`src/rtl/led_blink_pkg.sv`:
```
// Package: shared control-word layout and register selectors for the
// LED blinker. Assumes a 4-bit time-base select field.
package led_blink_pkg;

    localparam int CTRL_W = 7;

    typedef struct packed {
        logic       irq_mask;   // bit 6
        logic       auto_en;    // bit 5
        logic       run_en;     // bit 4
        logic [3:0] tb_sel;     // bits 3:0
    } ctrl_t;

    localparam logic [1:0] SEL_CTRL   = 2'd0;
    localparam logic [1:0] SEL_PERIOD = 2'd1;
    localparam logic [1:0] SEL_DUTY   = 2'd2;
    localparam logic [1:0] SEL_STOP   = 2'd3;

endpackage

```
`src/rtl/led_prescaler.sv`:
```
// Module: power-of-two tick generator. It emits one tick every
// 2^(TB_MAX - sel) cycles, clamping sel at TB_MAX. It assumes that
// restart comes in the same cycle as any change to tb_sel.
module led_prescaler #(
    parameter int TB_MAX = 13
) (
    input  logic       clk,
    input  logic       rst_n,
    input  logic       run,
    input  logic       restart,
    input  logic [3:0] tb_sel,
    output logic       tick
);
    localparam int         PRESC_W = TB_MAX;
    localparam logic [3:0] SEL_MAX = 4'(TB_MAX);

    logic [3:0]         sel_c;
    logic [3:0]         shamt;
    logic [PRESC_W:0]   span;
    logic [PRESC_W-1:0] limit;
    logic [PRESC_W-1:0] cnt;

    // Purpose: clamp the select and derive the terminal count.
    always_comb begin
        sel_c = (tb_sel > SEL_MAX) ? SEL_MAX : tb_sel;
        shamt = SEL_MAX - sel_c;
        span  = (PRESC_W+1)'(1) << shamt;
        limit = PRESC_W'(span - (PRESC_W+1)'(1));
    end

    assign tick = run && (cnt == limit);

    // Purpose: divider counter, cleared on restart or while idle.
    always_ff @(posedge clk) begin
        if (!rst_n || restart || !run) begin
            cnt <= '0;
        end else if (tick) begin
            cnt <= '0;
        end else begin
            cnt <= cnt + PRESC_W'(1);
        end
    end

    a_r3_presc_bound: assert property (@(posedge clk) disable iff (!rst_n)
        cnt <= limit);

    a_r6_presc_restart: assert property (@(posedge clk) disable iff (!rst_n)
        restart |=> (cnt == '0));

endmodule

```
`src/rtl/led_period_counter.sv`:
```
// Module: period counter and duty compare. It advances on tick, wraps
// after length-1 (a length of 0 acts as 1), and drives the LED while
// the count is below duty. It assumes tick is only high while run is high.
module led_period_counter #(
    parameter int PERIOD_W = 12
) (
    input  logic                clk,
    input  logic                rst_n,
    input  logic                run,
    input  logic                restart,
    input  logic                tick,
    input  logic [PERIOD_W-1:0] period_len,
    input  logic [PERIOD_W-1:0] duty,
    output logic                wrap,
    output logic                led_on
);
    logic [PERIOD_W-1:0] pcnt;
    logic                last;

    // Purpose: detect the final count of the current period.
    always_comb begin
        last = ({1'b0, pcnt} + (PERIOD_W+1)'(1)) >= {1'b0, period_len};
    end

    assign wrap   = tick && last;
    assign led_on = run && (pcnt < duty);

    // Purpose: step the period count on each tick.
    always_ff @(posedge clk) begin
        if (!rst_n || restart || !run) begin
            pcnt <= '0;
        end else if (wrap) begin
            pcnt <= '0;
        end else if (tick) begin
            pcnt <= pcnt + PERIOD_W'(1);
        end
    end

    a_r4_hold_without_tick: assert property (@(posedge clk) disable iff (!rst_n)
        (run && !tick && !restart) |=> $stable(pcnt));

    a_r6_count_restart: assert property (@(posedge clk) disable iff (!rst_n)
        restart |=> (pcnt == '0));

endmodule

```
`src/rtl/led_autostop.sv`:
```
// Module: completed-period counter for autostop. It pulses stop when the
// count of wraps reaches stop_at. A stop_at of zero never matches.
// It assumes that wrap stops once the run enable has been cleared.
module led_autostop #(
    parameter int COUNT_W = 16
) (
    input  logic               clk,
    input  logic               rst_n,
    input  logic               restart,
    input  logic               auto_en,
    input  logic               wrap,
    input  logic [COUNT_W-1:0] stop_at,
    output logic               stop_pulse
);
    logic [COUNT_W-1:0] done_cnt;
    logic [COUNT_W:0]   next_cnt;

    // Purpose: form the count that this wrap would complete.
    always_comb begin
        next_cnt = {1'b0, done_cnt} + (COUNT_W+1)'(1);
    end

    assign stop_pulse = auto_en && wrap && (next_cnt == {1'b0, stop_at});

    // Purpose: accumulate completed periods while autostop is armed.
    always_ff @(posedge clk) begin
        if (!rst_n || restart) begin
            done_cnt <= '0;
        end else if (auto_en && wrap) begin
            done_cnt <= next_cnt[COUNT_W-1:0];
        end
    end

    a_r7_zero_never_stops: assert property (@(posedge clk) disable iff (!rst_n)
        (stop_at == '0) |-> !stop_pulse);

endmodule

```
`src/rtl/led_blinker.sv`:
```
// Module: top of the LED blink controller. It holds the four registers,
// the run enable and the interrupt flag, and wires the prescaler, the
// period counter and the autostop counter. It assumes DATA_W >= COUNT_W,
// DATA_W >= PERIOD_W and DATA_W >= 7.
module led_blinker
    import led_blink_pkg::*;
#(
    parameter int ADDR_W   = 4,
    parameter int DATA_W   = 16,
    parameter int PERIOD_W = 12,
    parameter int COUNT_W  = 16,
    parameter int TB_MAX   = 13
) (
    input  logic              clk,
    input  logic              rst_n,
    input  logic              reg_we,
    input  logic [ADDR_W-1:0] reg_addr,
    input  logic [DATA_W-1:0] reg_wdata,
    output logic [DATA_W-1:0] reg_rdata,
    output logic              led_out,
    output logic              irq_out
);
    ctrl_t               ctrl;
    logic [PERIOD_W-1:0] period_len;
    logic [PERIOD_W-1:0] duty;
    logic [COUNT_W-1:0]  stop_at;
    logic                irq_flag;

    logic                hit;
    logic [1:0]          sel;
    logic                ctrl_wr;
    logic                tick;
    logic                wrap;
    logic                led_on;
    logic                stop_pulse;

    // Purpose: decode an aligned in-range register address.
    always_comb begin
        hit     = ((reg_addr >> 4) == '0) && (reg_addr[1:0] == 2'b00);
        sel     = reg_addr[3:2];
        ctrl_wr = reg_we && hit && (sel == SEL_CTRL);
    end

    // Purpose: control word; autostop clears the run enable.
    always_ff @(posedge clk) begin
        if (!rst_n) begin
            ctrl <= '0;
        end else if (ctrl_wr) begin
            ctrl <= ctrl_t'(reg_wdata[CTRL_W-1:0]);
        end else if (stop_pulse) begin
            ctrl.run_en <= 1'b0;
        end
    end

    // Purpose: period, duty and stop-count registers.
    always_ff @(posedge clk) begin
        if (!rst_n) begin
            period_len <= '0;
            duty       <= '0;
            stop_at    <= '0;
        end else if (reg_we && hit) begin
            case (sel)
                SEL_PERIOD: period_len <= reg_wdata[PERIOD_W-1:0];
                SEL_DUTY:   duty       <= reg_wdata[PERIOD_W-1:0];
                SEL_STOP:   stop_at    <= reg_wdata[COUNT_W-1:0];
                default:    ;
            endcase
        end
    end

    // Purpose: interrupt flag, set by autostop and cleared by control writes.
    always_ff @(posedge clk) begin
        if (!rst_n || ctrl_wr) begin
            irq_flag <= 1'b0;
        end else if (stop_pulse) begin
            irq_flag <= 1'b1;
        end
    end

    // Purpose: combinational register read-back.
    always_comb begin
        reg_rdata = '0;
        if (hit) begin
            case (sel)
                SEL_CTRL:   reg_rdata = DATA_W'(ctrl);
                SEL_PERIOD: reg_rdata = DATA_W'(period_len);
                SEL_DUTY:   reg_rdata = DATA_W'(duty);
                default:    reg_rdata = DATA_W'(stop_at);
            endcase
        end
    end

    led_prescaler #(.TB_MAX(TB_MAX)) u_presc (
        .clk     (clk),
        .rst_n   (rst_n),
        .run     (ctrl.run_en),
        .restart (ctrl_wr),
        .tb_sel  (ctrl.tb_sel),
        .tick    (tick)
    );

    led_period_counter #(.PERIOD_W(PERIOD_W)) u_period (
        .clk        (clk),
        .rst_n      (rst_n),
        .run        (ctrl.run_en),
        .restart    (ctrl_wr),
        .tick       (tick),
        .period_len (period_len),
        .duty       (duty),
        .wrap       (wrap),
        .led_on     (led_on)
    );

    led_autostop #(.COUNT_W(COUNT_W)) u_stop (
        .clk        (clk),
        .rst_n      (rst_n),
        .restart    (ctrl_wr),
        .auto_en    (ctrl.auto_en),
        .wrap       (wrap),
        .stop_at    (stop_at),
        .stop_pulse (stop_pulse)
    );

    assign led_out = led_on;
    assign irq_out = irq_flag && !ctrl.irq_mask;

    a_r7_stop_effects: assert property (@(posedge clk) disable iff (!rst_n)
        (stop_pulse && !ctrl_wr) |=> (!ctrl.run_en && irq_flag && !led_out));

    a_r8_write_clears_flag: assert property (@(posedge clk) disable iff (!rst_n)
        ctrl_wr |=> !irq_flag);

    a_r8_mask_hides_irq: assert property (@(posedge clk) disable iff (!rst_n)
        ctrl.irq_mask |-> !irq_out);

    a_r9_idle_dark: assert property (@(posedge clk) disable iff (!rst_n)
        !ctrl.run_en |-> !led_out);

endmodule

```
`config.mk`:
```
export PLATFORM = sky130hd
export DESIGN_NAME = led_blinker
export DESIGN_NICKNAME = d
export VERILOG_FILES = /design/src/rtl/led_blink_pkg.sv /design/src/rtl/led_prescaler.sv /design/src/rtl/led_period_counter.sv /design/src/rtl/led_autostop.sv /design/src/rtl/led_blinker.sv
export SDC_FILE = /design/constraint.sdc
export NUM_CORES = 1
export LEC_CHECK = 0
export BUFFER_PORTS_ARGS = -buffer_cell sky130_fd_sc_hd__buf_2
export CORE_MARGIN = 2
export CORE_UTILIZATION = 60
export DETAILED_ROUTE_END_ITERATION = 16
export GPL_TIMING_DRIVEN = 1
export PLACE_DENSITY_LB_ADDON = 0.3
export REMOVE_ABC_BUFFERS = 1
export SLEW_MARGIN = 20
export SYNTH_ARGS = -nofsm -noshare
export SYNTH_HDL_FRONTEND = slang
export SYNTH_SLANG_ARGS = --single-unit
```
`constraint.sdc`:
```
create_clock -name clk -period 10.08 [get_ports clk]
set_clock_uncertainty 0.15 [all_clocks]
set_input_delay 0.504 -clock clk [delete_from_list [all_inputs] [get_ports clk]]
set_output_delay 0.504 -clock clk [all_outputs]
set_load 0.05 [all_outputs]
```
==> impl_metrics.toml, run 1 <==
[min_path]
min_path_type = "primary input to flip-flop"
holdPathStages = 3
holdPathEnd = "stop_at[15]$_SDFFE_PN0P_"
hold_path.startpoint = "reg_wdata[15]"

[clock_network]
clkSinkCount = 89
clkLatencyLatePin_ns = 0.36
ctsLongestPathBuffers = 2
htree_levels = 3
clockRootBuffer = "clkbuf_8"
ctsResizeCount = 0
hold_buffers = 0
post_cts_buffers = 0
clk_pin_slew_worst_paths_ns = 0.09
cts_tree = "done"
numCtsBuffers = 9

[critical_path]
reg2reg_from = "ctrl[3]$_SDFFE_PN0P_"
arrival_ns = 5.06
critPathKind = "flip-flop to flip-flop"
r2r_cells = 13
cp_common_cell = "ha_1"
cp-start-kind = "flip-flop"
cpPeakStageDelay_ns = 0.75
path_cells = "a21boi_0 > ha_1 > nor2b_1 > o2111ai_1 > ha_1 > o221ai_1 > or2_1 > nor3_1 > xnor2_1 > or4_1 > buf_4 > nor2_1 > nor3b_1"
r2r_end = "u_presc.cnt[1]$_SDFF_PP0_"
crit_required_ns = 10.14
crit_slowest_cell = "dfxtp_1"
r2r_slack_ns = 5.07
critPathMaxFanout = 35
critPathCaptureType = "flip-flop"

[global_routing]
grt_pass1_wl_mm = 26.28
grt_pass1_vias = 5312
antenna_found_initial = 0
grtUsageTotal = 0.2896
grt_max_degree = 50
grt_overflow = 0

[cells_and_area]
syn_to_final_growth_pct = 6.188
n_antenna_cell = 0
fillerInstances = 851
most-common-layout-cells = "125 x nand2_1, 89 x dfxtp_1, 40 x buf_2"
utilization = 0.6518
final_common_cell = "nand2_1"
drive_gt1_frac = 0.1305
fin_nets = 820

[run_status]
status = "finished, final reports clean"

[drt]
drtIter0Drc = 438
viasPerCell = 6.112
post_drt_wl_per_cell_um = 17.14
dr.pass1.iters = 5
antenna_left = 0
vias = 5562
drt_wl_total_mm = 15.60
drc = 0

[synthesis]
synthCells = 767
synth-main-ff-cell = "dfxtp_1"
yosysSeqAreaShare = 0.2824
yosysWarnings = 0
synth_edf_count = 0
synth_cell_type_count = 69
syn_area_per_cell_um2 = 8.225
async_flop_share = 0
synth_area_um2 = 6309
synth.ff_latch_count = 89

[sta]
worst_pin_slew_ns = 0.9313
period_share = 0.4969
grt_setup_unrepaired = "false"
hold_ws_ns = 0.2410
fin_tns_setup_ns = 0
relSlewSlack = 0.3734
final-hold-violation-count = 0
period_needed_ns = 5.008
max_freq_ghz = 0.1997
setup_violations = 0
slew_viol_final = 0

[floorplan]
io_pins = 41
core_um2 = 10280
die_w_um = 106.5
die_height_um = 106.5
initial_core_util = 0.6138
die-area_um2 = 11350
num_rows = 37

[placement]
place_congestion = 0.9138
portBuffers = 40
dpl.hpwl_mm = 11.10

[power_and_ir_drop]
p_leak_uw = 0.002327
power_density_nw_per_um2 = 102.0
vdd_drop_max_mv = 0.06286

[job]
maxCapViolations = 0
[cells by family (layout without fill, tap and decap cells)]
| group | after synthesis | in the layout | share of synthesized area |
|---|---|---|---|
| buf+inv | 84 | 91 | 0.05613 |
| xor+xnor | 61 | 61 | 0.08588 |
| simple gates | 336 | 336 | 0.2894 |
| flops | 89 | 89 | 0.2824 |
| mux | 47 | 47 | 0.09084 |
| fa+ha+maj | 28 | 28 | 0.05553 |
| compound gates | 122 | 122 | 0.1398 |
[routing by layer]
metal,wire length (µm),track usage,vias up
li1,-,-,2690
met1,6881,0.3846,2646
met5,0,0,-
met2,7412,0.4876,197
met3,964,0.04660,29
met4,342,0.08071,0
[worst max-delay path, delay by kind of cell (launching register included)]
kind	cells	cell delay, ns
AND/OR/NAND/NOR	6	2.14
buffers and inverters	1	0.30
flip-flops	1	0.75
AO/OA/AOI/OAI	3	0.70
adder cells (fa/ha/maj)	2	0.67
XOR/XNOR	1	0.13
[final cells by class]
type / instances / area (µm²) / share of cell area
clock buffer: 11 / 151.4 / 0.02260
clock inverter: 5 / 63.81 / 0.009526
inverter: 30 / 112.6 / 0.01681
multi-input combinational: 594 / 4182 / 0.6242
sequential: 89 / 1782 / 0.2660
tap: 136 / 170.2 / 0.02540
timing repair buffer: 45 / 237.7 / 0.03549
[worst max path at each step]
stage,startpoint,endpoint,slack (ns)
finish,ctrl[3]$_SDFFE_PN0P_,u_presc.cnt[1]$_SDFF_PP0_,5.07
global route,ctrl[3]$_SDFFE_PN0P_,u_presc.cnt[8]$_SDFF_PP0_,4.72
CTS,ctrl[3]$_SDFFE_PN0P_,u_presc.cnt[1]$_SDFF_PP0_,5.14
detailed placement,ctrl[3]$_SDFFE_PN0P_,u_presc.cnt[1]$_SDFF_PP0_,5.18
global placement,ctrl[3]$_SDFFE_PN0P_,u_presc.cnt[1]$_SDFF_PP0_,5.43
floorplan,ctrl[3]$_SDFFE_PN0P_,u_presc.cnt[1]$_SDFF_PP0_,5.49
[Yosys cell counts (all sizes together) (4+ instances only)]
cell type  count  area (µm²)
xnor2         39       349.1
nor2b         23       143.9
and3           7       43.79
a211oi        15       117.6
a21o           8       60.06
a21oi         13       68.82
or2            6       37.54
nor3b          9       67.56
nor3          25       130.1
nor4          23       231.5
and2          14       87.58
nor2          27       101.4
mux4           7       157.7
buf           16       98.84
or4            4       30.03
nand4          9       56.30
nand2        125       469.2
a22oi          6       45.04
ha            28       350.3
o21bai         6       45.04
o2111ai        4       35.03
clkbuf        38       142.6
or3            4       25.02
a21boi        29       217.7
mux2i         38       392.9
nand2b        20       125.1
dfxtp         89        1782
nand3         24       120.1
inv           30       112.6
xor2          22       192.7
o2bb2ai        4       35.03
o21ai         16       80.08
[flip-flops by register name, summed over array words and instances (netlist names)]
| signal | count |
|---|---|
| stop_at | 16 |
| u_stop.done_cnt | 16 |
| u_presc.cnt | 13 |
| duty | 12 |
| period_len | 12 |
| u_period.pcnt | 12 |
| ctrl | 7 |
| irq_flag | 1 |
[per-stage QoR]
stage               setup WS, ns  instances  power, µW  cell area, µm²
finish                     5.072        910      683.0            6699
global route               4.725        910      707.8            6699
CTS                        5.136        910      683.6            6699
detailed placement         5.178        894      424.2            6484
global placement           5.427        894      423.0            6481
floorplan                  5.494        713      399.5            6067
[power breakdown]
group	leakage, µW	total (µW)	internal (µW)	switching (µW)
Combinational	0.00150	57.3	20.1	37.2
Sequential	0.000718	360	355	5.35
Clock	0.000106	266	130	136
Total	0.00233	683	504	179
Power figures use the tool's default switching activity.
==> run 2: changes to the inputs <==
CORE_UTILIZATION = 56   (was 60)
clock period = 4.6 ns   (was 10.08 ns; I/O delays follow)
==> impl_metrics.toml, run 2 (synthesized netlist as in run 1, its figures left out) <==
[run_status]
status = "finished, final reports clean"

[sta]
fin_tns_setup_ns = 0
max_freq_ghz = 0.2414
setup_violations = 0
grt_setup_unrepaired = "false"
worst_slack_ns = 0.4569
relSlewSlack = 0.4116
worst_pin_slew_ns = 0.8746
period_needed_ns = 4.143
final-hold-violation-count = 0
slew_viol_final = 0
period_share = 0.9007

[drt]
drc = 0
drt_wl_total_mm = 16.71
vias = 5628
post_drt_wl_per_cell_um = 18.05
dr.pass1.iters = 5
antenna_left = 0
viasPerCell = 6.078
drtIter0Drc = 382

[cells_and_area]
syn_to_final_growth_pct = 9.659
top_regs = "stop_at (16), u_stop.done_cnt (16), u_presc.cnt (13)"
n_antenna_cell = 0
final_common_cell = "nand2_1"
fin_nets = 832
drive_gt1_frac = 0.1361
instances_no_fill = 926
most-common-layout-cells = "125 x nand2_1, 89 x dfxtp_1, 40 x buf_2"

[placement]
portBuffers = 40
dp.cells = 904
place_ws_ns = 0.4148
dpl.hpwl_mm = 12.03
place_congestion = 0.9273

[critical_path]
cp-start-kind = "flip-flop"
critPathKind = "flip-flop to flip-flop"
arrival_ns = 4.26
cp_common_cell = "or4_1"
path_cells = "a21boi_0 > ha_2 > nor2b_1 > o2111ai_1 > ha_1 > xor2_1 > o211ai_1 > nor4_2 > nand3_1 > or4_1 > buf_4 > or4_1 > a21oi_1"
crit_slowest_cell = "or4_1"
cpPeakStageDelay_ns = 0.51
crit_family = "simple AND/OR/NAND/NOR gates"
critPathMaxFanout = 35
path_buf_inv = 1
crit_required_ns = 4.72
critPathCaptureType = "flip-flop"

[floorplan]
initial_core_util = 0.5769
die_w_um = 110.1
die-area_um2 = 12130
io_pins = 41
core_um2 = 10940
die_height_um = 110.1
num_rows = 38

[clock_network]
ctsLongestPathBuffers = 2
htree_levels = 3
numCtsBuffers = 9
post_cts_buffers = 0
cts_tree = "done"
clkSinkCount = 89
clockRootBuffer = "clkbuf_16"
clkLatencyLatePin_ns = 0.35
clk_pin_slew_worst_paths_ns = 0.07

[min_path]
min_path_type = "primary input to flip-flop"

[power_and_ir_drop]
power_density_nw_per_um2 = 247.2
p_leak_uw = 0.002432
vdd_drop_max_mv = 0.1882
design_power_total_uw = 1710

[global_routing]
grt_pass1_vias = 5301
grt_overflow = 0
grt_pass1_wl_mm = 26.90
antenna_found_initial = 0
grtUsageTotal = 0.2886
grt_max_degree = 46

[job]
maxCapViolations = 0
[run 2: cell count changes in the layout (fill, tap and decap cells not counted), moves of 3 or more]
cell and delta:
buf_4 +6, clkbuf_16 +9, clkbuf_8 -8, clkinv_4 -3, dlygate4sd3_1 +6
[run 2: worst paths after layout]
| path | slack, ns | to | cells past startpoint | start |
|---|---|---|---|---|
| setup reg to reg | 0.46 | u_period.pcnt[1]$_SDFFE_PP0P_ | 13 | ctrl[1]$_SDFFE_PN0P_ |
| hold / removal | 0.009 | period_len[11]$_SDFFE_PN0P_ | 3 | reg_wdata[11] |
| setup / recovery | 0.46 | u_period.pcnt[1]$_SDFFE_PP0P_ | 13 | ctrl[1]$_SDFFE_PN0P_ |
| hold reg to reg | 0.33 | period_len[4]$_SDFFE_PN0P_ | 2 | period_len[4]$_SDFFE_PN0P_ |
[run 2: cell type report]
| type | count | area, µm² |
|---|---|---|
| inverters | 30 | 112.6 |
| clock inverters | 3 | 46.29 |
| multi-input cells | 594 | 4189 |
| repair buffers | 57 | 342.8 |
| flip-flops and latches | 89 | 1782 |
| fillers | 900 | 4018 |
| clock buffers | 13 | 270.3 |
| well taps | 140 | 175.2 |
[run 2: timing repair]
item	in CTS	in global routing
setup endpoints to repair	0	3
hold endpoints to repair	6	0
resized for setup	0	1
hold buffers	6	0
[run 2: per-stage QoR]
step,utilization,hold slack (ns),instance area (µm²)
after detailed placement,0.5977,0.3206,6536
final,0.6326,0.009269,6918
after global routing,0.6326,0.01922,6918
after floorplan,-,0.2082,6067
after CTS,0.6322,0.0006502,6913
after global placement,0.5973,0.3169,6531
[run 2: layer usage]
layer | vias to the layer above | wire length (µm) | global-route usage
li1 | 2708 | - | -
met5 | - | 0 | 0
met2 | 198 | 7735 | 0.4553
met3 | 42 | 1010 | 0.05938
met1 | 2680 | 7405 | 0.3816
met4 | 0 | 559 | 0.1268
[run 2: worst reg2reg max path, delay by kind of cell, from the launching register on]
kind / cells / cell delay [ns]
DFF: 1 / 0.34
AOI/OAI and AO/OA: 4 / 0.68
adders and majority gates: 2 / 0.76
buffers and inverters: 1 / 0.29
and+or+nand+nor: 5 / 1.67
xor gates and xnor gates: 1 / 0.18
[run 2: power breakdown]
group	internal, µW	switching [µW]
registers	778	12.0
logic	49.8	84.0
clock network	468	318
==> run 3: changes to the inputs <==
--- a/config.mk
+++ b/config.mk
@@ -10,2 +10,4 @@
 export CORE_UTILIZATION = 56
+export CTS_CLUSTER_DIAMETER = 80
+export CTS_CLUSTER_SIZE = 40
 export DETAILED_ROUTE_END_ITERATION = 16
==> constraint.sdc (replaced) <==
create_clock -name clk -period 4.6 [get_ports clk]
set_clock_uncertainty 0.15 [all_clocks]
set_input_delay 1.38 -clock clk [delete_from_list [all_inputs] [get_ports clk]]
set_output_delay 1.38 -clock clk [all_outputs]
set_load 0.05 [all_outputs]
==> impl_metrics.toml, run 3 (synthesized netlist as in run 1, its figures left out) <==
[sta]
setup_violations = 0
period_needed_ns = 4.368
final-hold-violation-count = 0
slew_viol_final = 0
worst_pin_slew_ns = 0.8796
grt_setup_unrepaired = "false"
max_freq_ghz = 0.2289
relSlewSlack = 0.4082
fin_tns_setup_ns = 0
hold_ws_ns = 0.3499
period_share = 0.9496

[cells_and_area]
most-common-layout-cells = "125 x nand2_1, 89 x dfxtp_1, 40 x buf_2"
final_common_cell = "nand2_1"
n_antenna_cell = 0
fin_nets = 832
fillerInstances = 965
top_regs = "stop_at (16), u_stop.done_cnt (16), u_presc.cnt (13)"
syn_to_final_growth_pct = 9.262
drive_gt1_frac = 0.1425

[global_routing]
grt_max_degree = 49
grt_pass1_wl_mm = 26.55
grt_pass1_vias = 5157
antenna_found_initial = 0
grt_overflow = 0
grtUsageTotal = 0.2856

[power_and_ir_drop]
clkPwrFrac = 0.449
p_leak_uw = 0.002437
switching_share = 0.2749
power_density_nw_per_um2 = 243.5
p_sw_uw = 461.3
p_seq_frac = 0.470
vdd_drop_max_mv = 0.3260
intPower_uw = 1217
p_comb_frac = 0.080
design_power_total_uw = 1678

[clock_network]
htree_levels = 3
cts_tree = "done"
post_cts_buffers = 0
hold_buffers = 0
clkLatencyLatePin_ns = 0.36
numCtsBuffers = 9
clkSinkCount = 89
clk_pin_slew_worst_paths_ns = 0.08
ctsLongestPathBuffers = 2
clockRootBuffer = "clkbuf_16"
ctsResizeCount = 0

[drt]
viasPerCell = 6.056
post_drt_wl_per_cell_um = 17.82
antenna_left = 0
vias = 5608
drtIter0Drc = 481
drt_wl_total_mm = 16.50
dr.pass1.iters = 5
drc = 0

[job]
maxCapViolations = 0

[critical_path]
cp_num_cells = 10
path_cells = "inv_1 > ha_1 > a21o_1 > a21o_1 > a211oi_1 > o21bai_1 > a31oi_1 > o21ai_0 > a31oi_1 > buf_2"
cpPeakStageDelay_ns = 0.35
path_buf_inv = 2
crit_family = "compound AO/OA/AOI/OAI gates"
crit_required_ns = 3.07
critPathCaptureType = "output pin"
arrival_ns = 2.84
crit_slowest_cell = "dfxtp_1"
r2r_cells = 13
critPathKind = "flip-flop to output pin"
critPathMaxFanout = 3
cp-start-kind = "flip-flop"

[min_path]
min_path_type = "flip-flop to flip-flop"
holdPathStages = 1

[floorplan]
io_pins = 41
die-area_um2 = 12130
num_rows = 38
die_height_um = 110.1
initial_core_util = 0.5769
core_um2 = 10940
die_w_um = 110.1

[placement]
portBuffers = 40
dpl.hpwl_mm = 11.87
place_congestion = 0.8945

[run_status]
status = "finished, final reports clean"
## run 3: worst paths after layout
path                         startpoint                             to  slack, ns
hold reg to reg   irq_flag$_SDFFE_PP0P_          irq_flag$_SDFFE_PP0P_       0.35
hold / removal    irq_flag$_SDFFE_PP0P_          irq_flag$_SDFFE_PP0P_       0.35
setup reg to reg   ctrl[2]$_SDFFE_PN0P_  u_period.pcnt[1]$_SDFFE_PP0P_       0.49
setup / recovery   duty[1]$_SDFFE_PN0P_                        led_out       0.23
## run 3: cell type report
cell class,count,area [µm²],share of cell area
sequential,89,1782,0.2585
timing repair buffer,57,340.3,0.04937
inverter,30,112.6,0.01634
multi-input combinational,594,4179,0.6063
tap,140,175.2,0.02541
clock buffer,9,225.2,0.03267
clock inverter,7,78.83,0.01144
## run 3: power by group through the flow
| stage | combinational (µW) | sequential [µW] | clock [µW] |
|---|---|---|---|
| 3_3_place_gp | 130 | 807 | 0 |
| 5_1_grt | 144 | 790 | 799 |
| 3_5_place_dp | 132 | 807 | 0 |
| 6_report | 135 | 789 | 754 |
| 2_1_floorplan | 73.3 | 802 | 0 |
| 4_1_cts | 133 | 789 | 764 |
## run 3: metal layers
layer / vias to the layer above / wire length, µm / global-route usage
met3: 29 / 1054 / 0.05115
met1: 2669 / 7517 / 0.3959
met5: - / 0 / 0
li1: 2716 / - / -
met4: 0 / 425 / 0.1134
met2: 194 / 7500 / 0.4404
## run 3: through the flow
step / utilization / instances / instance area (µm²) / setup slack (ns)
6_report: 0.6303 / 926 / 6893 / 0.2319
5_1_grt: 0.6303 / 926 / 6893 / 0.1476
4_1_cts: 0.6303 / 926 / 6893 / 0.2851
3_5_place_dp: 0.6025 / 910 / 6589 / 0.3903
3_3_place_gp: 0.6025 / 910 / 6589 / 0.4038
2_1_floorplan: - / 713 / 6067 / -0.07645
